**src/rtl/epbuf_pkg.sv**
```systemverilog
package epbuf_pkg;
   typedef enum logic {
      DIR_IN  = 1'b0,
      DIR_OUT = 1'b1
   } ep_dir_e;

   localparam int DEF_MEM_WORDS = 512;
   localparam int DEF_NBUF      = 2;
endpackage

```
**src/rtl/epbuf_slot.sv**
```systemverilog
module epbuf_slot #(
   parameter int PTR_W     = 9,
   parameter int SIZE_W    = 12,
   parameter bit CLAMP_CNT = 1'b1
) (
   input  logic              clk,
   input  logic              rst_n,
   input  logic              wr_en,
   input  logic [PTR_W-1:0]  wr_ptr,
   input  logic [SIZE_W-1:0] wr_size,
   input  logic              wr_used,
   input  logic              fin,
   input  logic              fin_out,
   input  logic [SIZE_W-1:0] fin_cnt,
   output logic [PTR_W-1:0]  ptr,
   output logic [SIZE_W-1:0] size,
   output logic              used
);
   logic [SIZE_W-1:0] wb_cnt;

   generate
      if (CLAMP_CNT) begin : g_clamp
         assign wb_cnt = (fin_cnt > size) ? size : fin_cnt;
      end else begin : g_raw
         assign wb_cnt = fin_cnt;
      end
   endgenerate

   always_ff @(posedge clk or negedge rst_n) begin
      if (!rst_n) begin
         ptr  <= '0;
         size <= '0;
         used <= 1'b1;
      end else if (fin) begin
         used <= 1'b1;
         if (fin_out) size <= wb_cnt;
      end else if (wr_en) begin
         ptr  <= wr_ptr;
         size <= wr_size;
         used <= wr_used;
      end
   end
endmodule

```
**src/rtl/epbuf_sel.sv**
```systemverilog
module epbuf_sel #(
   parameter int NBUF  = 2,
   parameter int IDX_W = 1
) (
   input  logic             clk,
   input  logic             rst_n,
   input  logic             adv,
   output logic [IDX_W-1:0] cur
);
   localparam logic [IDX_W-1:0] LAST = IDX_W'(NBUF - 1);

   always_ff @(posedge clk or negedge rst_n) begin
      if (!rst_n)
         cur <= '0;
      else if (adv)
         cur <= (cur == LAST) ? '0 : cur + 1'b1;
   end
endmodule

```
**src/rtl/epbuf_irq.sv**
```systemverilog
module epbuf_irq #(
   parameter int NBUF = 2
) (
   input  logic            clk,
   input  logic            rst_n,
   input  logic [NBUF-1:0] set,
   input  logic [NBUF-1:0] ack,
   output logic [NBUF-1:0] pend,
   output logic            irq
);
   always_ff @(posedge clk or negedge rst_n) begin
      if (!rst_n) pend <= '0;
      else        pend <= (pend & ~ack) | set;
   end

   assign irq = |pend;
endmodule

```
**src/rtl/epbuf_pingpong.sv**
```systemverilog
module epbuf_pingpong #(
   parameter int MEM_WORDS = epbuf_pkg::DEF_MEM_WORDS,
   parameter int NBUF      = epbuf_pkg::DEF_NBUF,
   parameter bit CLAMP_CNT = 1'b1,
   localparam int PTR_W    = $clog2(MEM_WORDS),
   localparam int SIZE_W   = $clog2(MEM_WORDS * 4) + 1,
   localparam int IDX_W    = (NBUF > 1) ? $clog2(NBUF) : 1
) (
   input  logic              clk,
   input  logic              rst_n,
   input  logic              cfg_we,
   input  logic [IDX_W-1:0]  cfg_sel,
   input  logic [PTR_W-1:0]  cfg_ptr,
   input  logic [SIZE_W-1:0] cfg_size,
   input  logic              cfg_used,
   input  logic [IDX_W-1:0]  rd_sel,
   output logic [PTR_W-1:0]  rd_ptr,
   output logic [SIZE_W-1:0] rd_size,
   output logic              rd_used,
   input  logic [NBUF-1:0]   irq_ack,
   output logic [NBUF-1:0]   irq_pend,
   output logic              irq,
   input  logic              ep_out,
   input  logic              xfer_done,
   input  logic [SIZE_W-1:0] xfer_cnt,
   output logic              nxt_rdy,
   output logic [IDX_W-1:0]  nxt_idx,
   output logic [PTR_W-1:0]  nxt_ptr,
   output logic [SIZE_W-1:0] nxt_size
);
   import epbuf_pkg::*;

   if (NBUF < 2) begin : g_chk_nbuf
      $error("epbuf_pingpong: NBUF must be at least 2");
   end
   if ((1 << PTR_W) != MEM_WORDS) begin : g_chk_mem
      $error("epbuf_pingpong: MEM_WORDS must be a power of two");
   end

   logic [PTR_W-1:0]  s_ptr  [NBUF];
   logic [SIZE_W-1:0] s_size [NBUF];
   logic [NBUF-1:0]   s_used;
   logic [NBUF-1:0]   fin_vec;
   logic              fire;
   logic              is_out;

   assign is_out = (ep_dir_e'(ep_out) == DIR_OUT);

   epbuf_sel #(.NBUF(NBUF), .IDX_W(IDX_W)) u_sel (
      .clk(clk), .rst_n(rst_n), .adv(fire), .cur(nxt_idx)
   );

   assign nxt_rdy  = ~s_used[nxt_idx];
   assign nxt_ptr  = s_ptr[nxt_idx];
   assign nxt_size = s_size[nxt_idx];
   assign fire     = xfer_done & nxt_rdy;

   for (genvar i = 0; i < NBUF; i++) begin : g_slot
      assign fin_vec[i] = fire && (nxt_idx == IDX_W'(i));

      epbuf_slot #(.PTR_W(PTR_W), .SIZE_W(SIZE_W), .CLAMP_CNT(CLAMP_CNT)) u_slot (
         .clk(clk), .rst_n(rst_n),
         .wr_en(cfg_we && (cfg_sel == IDX_W'(i))),
         .wr_ptr(cfg_ptr), .wr_size(cfg_size), .wr_used(cfg_used),
         .fin(fin_vec[i]), .fin_out(is_out), .fin_cnt(xfer_cnt),
         .ptr(s_ptr[i]), .size(s_size[i]), .used(s_used[i])
      );
   end

   assign rd_ptr  = s_ptr[rd_sel];
   assign rd_size = s_size[rd_sel];
   assign rd_used = s_used[rd_sel];

   epbuf_irq #(.NBUF(NBUF)) u_irq (
      .clk(clk), .rst_n(rst_n), .set(fin_vec), .ack(irq_ack),
      .pend(irq_pend), .irq(irq)
   );
endmodule

```
**config.mk**
```make
export PLATFORM = sky130hd
export DESIGN_NAME = epbuf_pingpong
export DESIGN_NICKNAME = d
export VERILOG_FILES = /design/src/rtl/epbuf_pkg.sv /design/src/rtl/epbuf_slot.sv /design/src/rtl/epbuf_sel.sv /design/src/rtl/epbuf_irq.sv /design/src/rtl/epbuf_pingpong.sv
export SDC_FILE = /design/constraint.sdc
export NUM_CORES = 1
export LEC_CHECK = 0
export BUFFER_PORTS_ARGS = -buffer_cell sky130_fd_sc_hd__buf_2
export CAP_MARGIN = 15
export CELL_PAD_IN_SITES_DETAIL_PLACEMENT = 0
export CELL_PAD_IN_SITES_GLOBAL_PLACEMENT = 1
export CORE_MARGIN = 5
export CORE_UTILIZATION = 44
export DETAILED_ROUTE_END_ITERATION = 8
export PLACE_DENSITY = 0.9
export SLEW_MARGIN = 0
export SYNTH_ARGS = -nofsm -noshare
export SYNTH_HDL_FRONTEND = slang
export SYNTH_HIERARCHICAL = 1
export SYNTH_SLANG_ARGS = --single-unit
```
**constraint.sdc**
```tcl
create_clock -name clk -period 4.6 [get_ports clk]
set_clock_uncertainty 0.1 [all_clocks]
set_input_delay 0 -clock clk [delete_from_list [all_inputs] [get_ports clk]]
set_output_delay 0 -clock clk [all_outputs]
set_load 0.01 [all_outputs]
```
### After elaboration in Yosys (flattened, before gate mapping)

Index checks and enable logic that the tools add are counted.

* reductions and logical operators: 11
* equal/unequal tests: 4
* mux-type cells: 29
* $add $sub $neg: 1
* magnitude comparators: 6
* bitwise gates (word level): 11

Operators with widths (count)
* 12-bit 2-to-1 mux: 14
* 9-bit 2-to-1 mux: 6
* 12-bit greater-than comparator: 2
* 1-bit 2-to-1 mux: 9
* 2-bit != test (second input constant): 4
* 3-bit AND reduction: 2
* 1-bit inverter: 5
* 2-bit greater-or-equal comparator (second input constant): 2
* 1-bit logical AND: 4
* 1-bit by 2-bit less-than comparator with 1-bit output (second input constant): 2
* 1-bit inverter with 2-bit output: 2
* 2-bit AND reduction: 2
* 2-bit nonzero test: 2
* 2-bit AND: 1
* 2-bit inverter: 1
* 2-bit bitwise OR: 1
* 2-bit OR reduction: 1
* 1-bit adder (second input constant): 1
* 1-bit AND: 1

* input bits: 43
* register bits: 47
* output and inout bits: 48

### Depth between registers and ports, before layout

Gate-level depths: netlist of run 1.

* depth in word-level cells: 7
* gate-level depth with buffers: 10
* gate-level depth less buffers: 8

### Cells and area by module

The synthesis of run 1 kept the hierarchy.

By module, submodules not included
* epbuf_slot: cells each 159, instances 2, area each 1406.3 um^2
* epbuf_pingpong: cells each 54, instances 1, area each 670.6 um^2
* epbuf_irq: cells each 7, instances 1, area each 78.8 um^2
* epbuf_sel: cells each 2, instances 1, area each 33.8 um^2

### Least setup slack after synthesis of run 1

Ideal clock, no wire load.

* kind: reg-to-reg
* from: register u_sel.cur
* to: register g_slot[0].u_slot.size[0]
* cell stages (with the launch flop): 10
* setup slack: 2251 ps
* arrival time: 2126 ps
* library setup time: 123 ps
* buffers on the path: 5
* cells stage by stage: dfrtp_1 > buf_6 > buf_12 > nor3b_1 > buf_2 > nor2b_1 > clkbuf_1 > or3_4 > buf_6 > o221a_1

* cells in the longest elaborated chain, start to end: 7

Ends and longest elaborated chain
* start: declaration: RTL line epbuf_sel.sv:8 `output logic [IDX_W-1:0] cur`
* start signal: assignment: RTL line epbuf_sel.sv:16 `cur <= (cur == LAST) ? '0 : cur + 1'b1;`
* 1-bit 2-to-1 mux (not written as such) (2 in series): RTL line epbuf_pingpong.sv:53 `assign nxt_rdy = ~s_used[nxt_idx];`
* 1-bit inverter: RTL line epbuf_pingpong.sv:53
* 1-bit AND: RTL line epbuf_pingpong.sv:56 `assign fire = xfer_done & nxt_rdy;`
* 1-bit logical AND (*): RTL line epbuf_pingpong.sv:59 `assign fin_vec[i] = fire && (nxt_idx == IDX_W'(i));`
* net fin_vec[0]: RTL line epbuf_pingpong.sv:43 `logic [NBUF-1:0] fin_vec;`
* 2-bit != test (no source line) or 2-bit nonzero test (tied branches)
* 3-bit AND reduction (no source line)
* end signal: assignment: RTL line epbuf_slot.sv:36 `if (fin_out) size <= wb_cnt;`
* end signal: assignment: RTL line epbuf_slot.sv:39 `size <= wr_size;`
* end: declaration: RTL line epbuf_slot.sv:16 `output logic [SIZE_W-1:0] size,`

The timed path passes the listed nets; every way through them passes the cells marked *. The select of a mux whose other input is x is not followed.
A chain may end at the register's enable or synchronous reset.

### Final worst setup path of run 1

* from: register u_sel.cur
* to: register g_slot[1].u_slot.size[7]

* cells in the longest elaborated chain, start to end: 7

Ends and longest elaborated chain (RTL line)
* 1-bit 2-to-1 mux (not written as such) (2 in series): epbuf_pingpong.sv:53
* 1-bit inverter: epbuf_pingpong.sv:53
* 1-bit AND: epbuf_pingpong.sv:56
* 1-bit logical AND (*): epbuf_pingpong.sv:59
* net fin_vec[1]: epbuf_pingpong.sv:43
* 2-bit != test (no source line) or 2-bit nonzero test (tied branches)
* 3-bit AND reduction (no source line)
* end signal: assignment: epbuf_slot.sv:36
* end signal: assignment: epbuf_slot.sv:39
* end: declaration: epbuf_slot.sv:16

Marked as above.

==> flow_metrics.tcl, run 1 <==
set metrics [dict create \
    status "finished with violations" \
    violations "negative hold slack" \
    synth.top_cell.area_share 0.313 \
    syn_nets 448 \
    hold_start "cfg_sel" \
    reg2reg_depth 8 \
    drc_errors 0 \
    synthFlopType "dfrtp_1" \
    vdd_drop_max_v 0.000174 \
    path_common_cell "buf_4" \
    total_power_mw 2.45 \
    fin_setup_tns_ps 0 \
    ioPinCount 91 \
    dr_total_vias 3310 \
    core_area_um2 8090 \
    min_path_cells 4 \
    required_ps 4710 \
    synth-edff-count 0 \
    yosys_warnings 6 \
    synth-async-reset-ratio 1.00 \
    wl_met3_um 569 \
    worstPathMaxFanout 25 \
    hold_violations 1 \
    port_buffers 90 \
    tritoncts "yes" \
    worstMarginPinSlew_ps 801 \
    via_per_inst 5.56 \
    postCtsHoldBufs 26 \
    hp-class "in -> reg" \
    first_global_vias 3115 \
    synth_area_leaders "dfrtp_1 (31%), ha_1 (8.4%), mux2_2 (7.8%), mux2_4 (7.5%), nand2_1 (6.3%)" \
    cp_slowest_stage_delay_ps 660 \
    yosysTopAreaCell "dfrtp_1" \
    leakage_nw 2.24 \
    firstDrtPassIters 4 \
    slew_headroom 0.466 \
    yosysSeqAreaShare 0.328 \
    finalNonFillerCells 595 \
    wirelength_mm 9.94 \
    path_cells "buf_4, and3b_1, buf_4, nand2b_1, nand2_1, o22ai_1, a21oi_1, o221a_1" \
    initial_utilization 0.444 \
    cts_made_buffers 5 \
    drv_slew 0 \
    cts_setup_buffers 0 \
    cp-start-kind "flip-flop" \
    drtIter0Drc 219 \
    critPathSlowestCell "nand2b_1" \
    critPathTopFamily "simple AND/OR/NAND/NOR gates" \
    synth_most_common_cell "nand2_1" \
    wl_per_cell_um 16.7 \
    gp_congestion 0.855 \
    path_buf_inv 2 \
    grt_max_degree 48 \
    fmax_mhz 375 \
    syn_inst 381 \
    clock_path_buffers 2 \
    critPathCaptureType "flip-flop" \
    drive_above_1_share 0.337 \
    rsz0062_at_grt "no" \
    track_usage 0.198 \
    period_minus_slack_ps 2670 \
    cp_data_arrival_time_ps 2770 \
    netlist_area_um2 3600 \
    ys_types 35 \
    fp.dieArea_um2 10100 \
    syn_avg_cell_area_um2 9.44 \
    cts_resized 0 \
    rows 33 \
    path_class "reg -> reg" \
    crit_path_start "u_sel/cur" \
    dp.cells 558 \
    final_util 0.552 \
    power.density_nw_per_um2 547 \
    grt_pass1_wl_mm 16.0 \
    drv_cap 0 \
    clkLatencyLatePin_ps 310 \
    cp_num_cells 8 \
    post-dp-hpwl_mm 7.20 \
    grt_antenna_before_repair 0 \
    clkSinkCount 47 \
    grt_overflow 0 \
    r2r_start "u_sel/cur" \
    ys_ff_latch 47 \
    holdWs_ps -4.02 \
    met1_length_mm 4.62 \
    ant_nets 0 \
    synthToLayoutAreaGrowth_pct 24.2 \
    top_layer_used "met4" \
    die-height_um 100 \
    die-width_um 100 \
    nets 556 \
    clk_pin_slew_ps 100 \
    ys_top_cells_by_count "nand2_1 (60), dfrtp_1 (45), nor2_1 (28), a21oi_1 (26), inv_1 (26)" \
    finalCritPeriodShare 0.580 \
    dr_wl_met2_mm 4.59 \
    setup_violations 0 \
    htree_num_levels 2 \
    n_antenna_cell 0 \
    clockRootBuffer "clkbuf_8" \
]
-- logic make-up (layout without fill, tap and decap cells) --
| family | after synthesis | after routing | share of synthesized area |
|---|---|---|---|
| flops | 47 | 47 | 0.328 |
| mux | 44 | 44 | 0.156 |
| xor+xnor | 1 | 1 | 0.00244 |
| simple gates | 130 | 130 | 0.163 |
| fa+ha+maj | 24 | 24 | 0.0835 |
| compound gates | 88 | 88 | 0.198 |
| buf+inv | 47 | 156 | 0.0692 |
-- per-layer routing --
layer | GRT usage | vias to the layer above
met5 | 0 | -
met4 | 0.0632 | 0
met3 | 0.0229 | 11
met2 | 0.313 | 121
met1 | 0.281 | 1578
li1 | - | 1600
-- placed cells by master, fill, tap and decap left out --
master / count
o221a_2: 12
ha_1: 24
a21oi_1: 26
nor3_1: 2
clkbuf_8: 5
inv_6: 1
dfrtp_1: 45
dfstp_2: 2
a21o_1: 4
buf_2: 90
xor2_1: 1
nand2b_1: 2
and2_1: 2
mux2_4: 18
nand4_1: 6
and3b_1: 1
nand3_1: 14
buf_4: 4
dlygate4sd3_1: 27
o211ai_1: 2
mux2i_1: 1
a211o_1: 2
mux2_2: 25
o22ai_1: 4
buf_12: 1
nor2_1: 28
inv_1: 26
or2_1: 3
nand2_1: 60
o21bai_1: 2
a21oi_2: 2
or3_4: 2
clkinvlp_4: 1
nor3b_2: 1
o21ai_0: 2
bufinv_16: 1
a211oi_1: 12
nor2b_1: 9
o221a_1: 20
-- power by group --
group | switching, mW | internal (mW)
clock network | 0.153 | 0.164
registers | 0.166 | 0.564
logic | 0.677 | 0.721
-- worst register-to-register path, delay by kind of cell (launching register included) --
| family | cells | cell delay (ps) |
|---|---|---|
| AND/OR/NAND/NOR | 3 | 1060 |
| buffers and inverters | 2 | 660 |
| AO/OA/AOI/OAI | 3 | 370 |
| flip-flops | 1 | 380 |
-- per-stage QoR --
| stage | area (µm²) | hold slack (ps) | setup slack, ps |
|---|---|---|---|
| after floorplan | 3600 | -396 | 2250 |
| after global placement | 4050 | 119 | 2070 |
| after detailed placement | 4050 | 122 | 1980 |
| after CTS | 4430 | 49.1 | 1970 |
| after global routing | 4470 | 11.6 | 1730 |
| final | 4470 | -4.02 | 1930 |
-- cell type report --
class | count | area (µm²)
Timing Repair Buffer | 122 | 771
Multi-Input combinational cell | 287 | 2170
Inverter | 26 | 97.6
Clock inverter | 3 | 46.3
Clock buffer | 5 | 68.8
Fill cell | 746 | 3630
Tap cell | 105 | 131
Sequential cell | 47 | 1180
-- state kept, by name (all words and copies together), names as in the netlist --
register and flops:
g_slot.u_slot/size 24, g_slot.u_slot/ptr 18, g_slot.u_slot/used 2, u_irq/pend 2, u_sel/cur 1
-- worst paths after layout --
path,slack (ps),endpoint
max,1930,g_slot[1].u_slot/size[7]
min,-4,g_slot[0].u_slot/used
max reg2reg,1930,g_slot[1].u_slot/size[7]
min reg2reg,400,u_irq/pend[1]
max in group asynchronous,3350,g_slot[0].u_slot/used
min in group asynchronous,520,u_irq/pend[1]
No activity file was read; power rests on OpenSTA's default activity.
==> run 2, diff against run 1 <==
--- a/config.mk
+++ b/config.mk
@@ -10,9 +10,9 @@
 export CELL_PAD_IN_SITES_DETAIL_PLACEMENT = 0
 export CELL_PAD_IN_SITES_GLOBAL_PLACEMENT = 1
 export CORE_MARGIN = 5
-export CORE_UTILIZATION = 44
+export CORE_UTILIZATION = 37
 export DETAILED_ROUTE_END_ITERATION = 8
-export PLACE_DENSITY = 0.9
+export PLACE_DENSITY = 0.81
 export SLEW_MARGIN = 0
 export SYNTH_ARGS = -nofsm -noshare
 export SYNTH_HDL_FRONTEND = slang
==> constraint.sdc (replaced) <==
create_clock -name clk -period 2.35 [get_ports clk]
set_clock_uncertainty 0.1 [all_clocks]
set_input_delay 0 -clock clk [delete_from_list [all_inputs] [get_ports clk]]
set_output_delay 0 -clock clk [all_outputs]
set_load 0.01 [all_outputs]
==> flow_metrics.tcl, run 2 (same netlist as run 1, synthesis figures left out) <==
set metrics [dict create \
    dr_total_vias 3462 \
    firstDrtPassIters 7 \
    clk_pin_slew_ps 100 \
    rsz0062_at_grt "yes" \
    dp.cells 612 \
    p_sw_mw 2.10 \
    path_class "reg -> reg" \
    drtIter0Drc 182 \
    clkSinkCount 47 \
    largest_register_ffs 24 \
    ant_nets 0 \
    tritoncts "yes" \
    slew_headroom 0.595 \
    wl_met3_um 675 \
    fin_setup_tns_ps -53.5 \
    period_minus_slack_ps 2370 \
    power.density_nw_per_um2 1060 \
    p_clk_frac 0.103 \
    wirelength_mm 11.0 \
    holdWs_ps 41.9 \
    track_usage 0.182 \
    clkLatencyLatePin_ps 310 \
    grt_overflow 0 \
    die-width_um 109 \
    grt_max_degree 48 \
    p_seq_frac 0.265 \
    dr_wl_met2_mm 5.41 \
    top_layer_used "met4" \
    leakage_nw 2.38 \
    grt_antenna_before_repair 0 \
    switching_share 0.414 \
    clockRootBuffer "clkbuf_8" \
    violations "negative setup slack" \
    status "finished with violations" \
    worstMarginPinSlew_ps 608 \
    final_common_cell "buf_2" \
    drv_cap 0 \
    clock_path_buffers 2 \
    largest_register "g_slot.u_slot/size" \
    nets 585 \
    wl_per_cell_um 16.9 \
    finalNonFillerCells 652 \
    reg_top3 "g_slot.u_slot/size: 24 flops, g_slot.u_slot/ptr: 18 flops" \
    initial_utilization 0.373 \
    worstPathMaxFanout 6 \
    n_antenna_cell 0 \
    fp.dieArea_um2 11800 \
    rows 36 \
    met1_length_mm 4.82 \
    setup_slack_ps -24.0 \
    p_int_mw 2.97 \
    synthToLayoutAreaGrowth_pct 32.9 \
    drc_errors 0 \
    required_ps 2450 \
    via_per_inst 5.31 \
    hp-class "in -> reg" \
    grt_pass1_wl_mm 17.0 \
    layout_common_cells "buf_2 (90), nand2_1 (60), dfrtp_1 (45)" \
    critPathCaptureType "flip-flop" \
    htree_num_levels 2 \
    core_area_um2 9640 \
    drv_slew 0 \
    post-dp-hpwl_mm 7.68 \
    final_util 0.496 \
    port_buffers 90 \
    drive_above_1_share 0.401 \
    cp_data_arrival_time_ps 2470 \
    first_global_vias 3411 \
    hold_violations 0 \
    ioPinCount 91 \
    gp_congestion 0.818 \
    p_comb_frac 0.633 \
    cp-start-kind "flip-flop" \
    finalCritPeriodShare 1.01 \
    setup_violations 5 \
    fmax_mhz 421 \
    die-height_um 109 \
    vdd_drop_max_v 0.000340 \
    cts_made_buffers 5 \
]
[run 2: stage by stage]
stage	cell area (µm²)	worst slack, ps	power, mW
floorplan	3600	1.42	3.42
detailed placement	4300	-69.0	4.35
finish	4780	-24.0	5.08
global placement	4300	41.0	4.30
CTS	4670	2.83	4.94
global route	4780	-72.9	5.46
[run 2: power by group through the flow]
| stage | Sequential (mW) | Combinational (mW) | Clock [mW] |
|---|---|---|---|
| 6_report | 1.34 | 3.21 | 0.522 |
| 5_1_grt | 1.38 | 3.51 | 0.566 |
| 4_1_cts | 1.34 | 3.07 | 0.532 |
| 3_5_place_dp | 1.35 | 3.00 | 0 |
| 3_3_place_gp | 1.34 | 2.96 | 0 |
| 2_1_floorplan | 1.34 | 2.07 | 0 |
[run 2: critical path, cell delays in order, from the launching register on]
cell	delay [ps]
dfrtp_1	430
inv_2	70
ha_4	270
nand4_1	110
or2_1	280
a21oi_2	180
nor3_4	70
or3_4	460
o221a_2	290
[run 2: repair_timing]
| item | in CTS | in global routing |
|---|---|---|
| gates cloned | 1 | 1 |
| setup buffers | 0 | 4 |
| setup endpoints to repair | 14 | 24 |
| resized for setup | 4 | 13 |
| pin swaps | 2 | 6 |
| hold buffers | 26 | 0 |
| hold endpoints to repair | 94 | 0 |
[run 2: final timing paths]
| check | start | to | slack (ps) | cells after the start |
|---|---|---|---|---|
| hold reg to reg | u_irq/pend[1] | u_irq/pend[1] | 400 | 1 |
| max in group asynchronous | rst_n | g_slot[0].u_slot/used | 1790 | 3 |
| setup reg to reg | g_slot[1].u_slot/size[10] | g_slot[1].u_slot/size[5] | -20 | 8 |
| setup / recovery | g_slot[1].u_slot/size[10] | g_slot[1].u_slot/size[5] | -20 | 8 |
| hold / removal | cfg_size[2] | g_slot[0].u_slot/size[2] | 40 | 4 |
| min in group asynchronous | rst_n | u_irq/pend[1] | 90 | 3 |
[run 2: area by class of cell]
class | count | area (µm²)
clock buffer | 5 | 68.8
clock inverter | 3 | 25.0
fill | 968 | 4860
inverter | 26 | 97.6
multi-input combinational | 289 | 2270
sequential | 47 | 1180
tap | 133 | 166
timing repair buffer | 149 | 971
[run 2: metal layers]
metal / global-route usage / up-vias
met2: 0.323 / 117
met4: 0.0460 / 0
met1: 0.231 / 1670
met5: 0 / -
met3: 0.0263 / 13
li1: - / 1662
==> run 3, diff against run 2 <==
--- a/config.mk
+++ b/config.mk
@@ -6,13 +6,14 @@
 export NUM_CORES = 1
 export LEC_CHECK = 0
 export BUFFER_PORTS_ARGS = -buffer_cell sky130_fd_sc_hd__buf_2
-export CAP_MARGIN = 15
 export CELL_PAD_IN_SITES_DETAIL_PLACEMENT = 0
 export CELL_PAD_IN_SITES_GLOBAL_PLACEMENT = 1
 export CORE_MARGIN = 5
 export CORE_UTILIZATION = 37
 export DETAILED_ROUTE_END_ITERATION = 8
 export PLACE_DENSITY = 0.81
+export RECOVER_POWER = 50
+export SKIP_CTS_REPAIR_TIMING = 1
 export SLEW_MARGIN = 0
 export SYNTH_ARGS = -nofsm -noshare
 export SYNTH_HDL_FRONTEND = slang
==> flow_metrics.tcl, run 3 (same netlist as run 1, synthesis figures left out) <==
set metrics [dict create \
    status "complete, no violations" \
    r2r_start "g_slot[1].u_slot/size[10]" \
    core_area_um2 9640 \
    grt_overflow 0 \
    dr_total_vias 3424 \
    fin_setup_tns_ps 0 \
    ant_nets 0 \
    clkSinkCount 47 \
    design_area_um2 4730 \
    holdWs_ps 44.0 \
    reg2reg_depth 8 \
    largest_register_ffs 24 \
    nets 584 \
    path_cells "inv_2, ha_4, nand4_1, or2_1, a21oi_2, nor3_4, or3_4, o221a_2" \
    grt_antenna_before_repair 0 \
    met1_length_mm 4.97 \
    synthToLayoutAreaGrowth_pct 31.5 \
    place_area_um2 4300 \
    tritoncts "yes" \
    drc_errors 0 \
    die-width_um 109 \
    dp.cells 612 \
    fmax_mhz 428 \
    total_power_mw 5.02 \
    post-dp-hpwl_mm 7.68 \
    pre_cts_slack_ps -69.0 \
    drv_slew 0 \
    ff2ff_setup_slack_ps 10 \
    power.density_nw_per_um2 1060 \
    drive_above_1_share 0.365 \
    setup_slack_ps 11.9 \
    leakage_nw 2.32 \
    final_util 0.490 \
    rows 36 \
    initial_utilization 0.373 \
    top_layer_used "met4" \
    via_per_inst 5.26 \
    r2r_end "g_slot[1].u_slot/size[5]" \
    crit_path_start "g_slot[1].u_slot/size[10]" \
    port_buffers 90 \
    cp-start-kind "flip-flop" \
    critPathSlowestCell "dfrtp_1" \
    cts_made_buffers 5 \
    rsz0062_at_grt "yes" \
    crit_end "g_slot[1].u_slot/size[5]" \
    ioPinCount 91 \
    slew_headroom 0.162 \
    grt_pass1_wl_mm 16.4 \
    finalCritPeriodShare 0.995 \
    drtIter0Drc 181 \
    layout_common_cells "buf_2 (76), nand2_1 (60), dfrtp_1 (45)" \
    clkLatencyLatePin_ps 310 \
    required_ps 2450 \
    die-height_um 109 \
    clk_pin_slew_ps 100 \
    worstPathMaxFanout 6 \
    wirelength_mm 11.0 \
    vdd_drop_max_v 0.000349 \
    final_common_cell "buf_2" \
    reg_top3 "g_slot.u_slot/size: 24 flops, g_slot.u_slot/ptr: 18 flops" \
    wl_met3_um 528 \
    firstDrtPassIters 4 \
    cp_data_arrival_time_ps 2440 \
    setup_violations 0 \
    grt_max_degree 48 \
    gp_congestion 0.818 \
    first_global_vias 3288 \
    hp-class "in -> reg" \
    wl_per_cell_um 16.8 \
    path_class "reg -> reg" \
    htree_num_levels 2 \
    fp.dieArea_um2 11800 \
    critPathCaptureType "flip-flop" \
    dr_wl_met2_mm 5.32 \
    period_minus_slack_ps 2340 \
    drv_cap 0 \
    finalNonFillerCells 651 \
    clock_path_buffers 2 \
    n_antenna_cell 0 \
    worstMarginPinSlew_ps 1260 \
    clockRootBuffer "clkbuf_8" \
    cp_slowest_stage_delay_ps 430 \
    hold_violations 0 \
    largest_register "g_slot.u_slot/size" \
    track_usage 0.177 \
]
-- run 3: cell count changes in the layout (fill, tap and decap cells not counted), sizes merged --
cell | before | now
clkbuf | 5 | 21
buf | 123 | 106
-- run 3: how the worst min path moves through the flow --
stage	start	end	depth (start not counted)
3_5_place_dp	rst_n	u_irq/pend[1]	2
2_1_floorplan	rst_n	g_slot[0].u_slot/ptr[0]	0
5_1_grt	cfg_size[8]	g_slot[0].u_slot/size[8]	3
3_3_place_gp	rst_n	u_irq/pend[1]	2
6_report	xfer_cnt[6]	g_slot[0].u_slot/size[6]	4
4_1_cts	rst_n	g_slot[1].u_slot/ptr[1]	2
-- run 3: area by class of cell --
| type | count | area, µm² |
|---|---|---|
| fillers | 984 | 4910 |
| flip-flops and latches | 47 | 1180 |
| clock buffers | 5 | 68.8 |
| repair buffers | 148 | 927 |
| clock inverters | 3 | 25.0 |
| inverters | 26 | 97.6 |
| well taps | 133 | 166 |
| multi-input cells | 289 | 2260 |
-- run 3: power breakdown --
| group | internal [mW] | leakage [nW] | switching [mW] | total, mW |
|---|---|---|---|---|
| Combinational | 1.62 | 1.69 | 1.54 | 3.16 |
| Sequential | 1.10 | 0.586 | 0.233 | 1.34 |
| Clock | 0.213 | 0.0443 | 0.310 | 0.523 |
-- run 3: per-layer routing --
metal  vias to the layer above  GRT usage
met4                         0     0.0469
li1                       1660          -
met2                        99      0.309
met1                      1649      0.226
met5                         -          0
met3                        16     0.0281
-- run 3: critical path: cells and delay by family (launching register included) --
family / cells / cell delay [ps]
fa+ha+maj: 1 / 270
buf+inv: 1 / 80
flops: 1 / 430
compound gates: 2 / 470
simple gates: 4 / 880
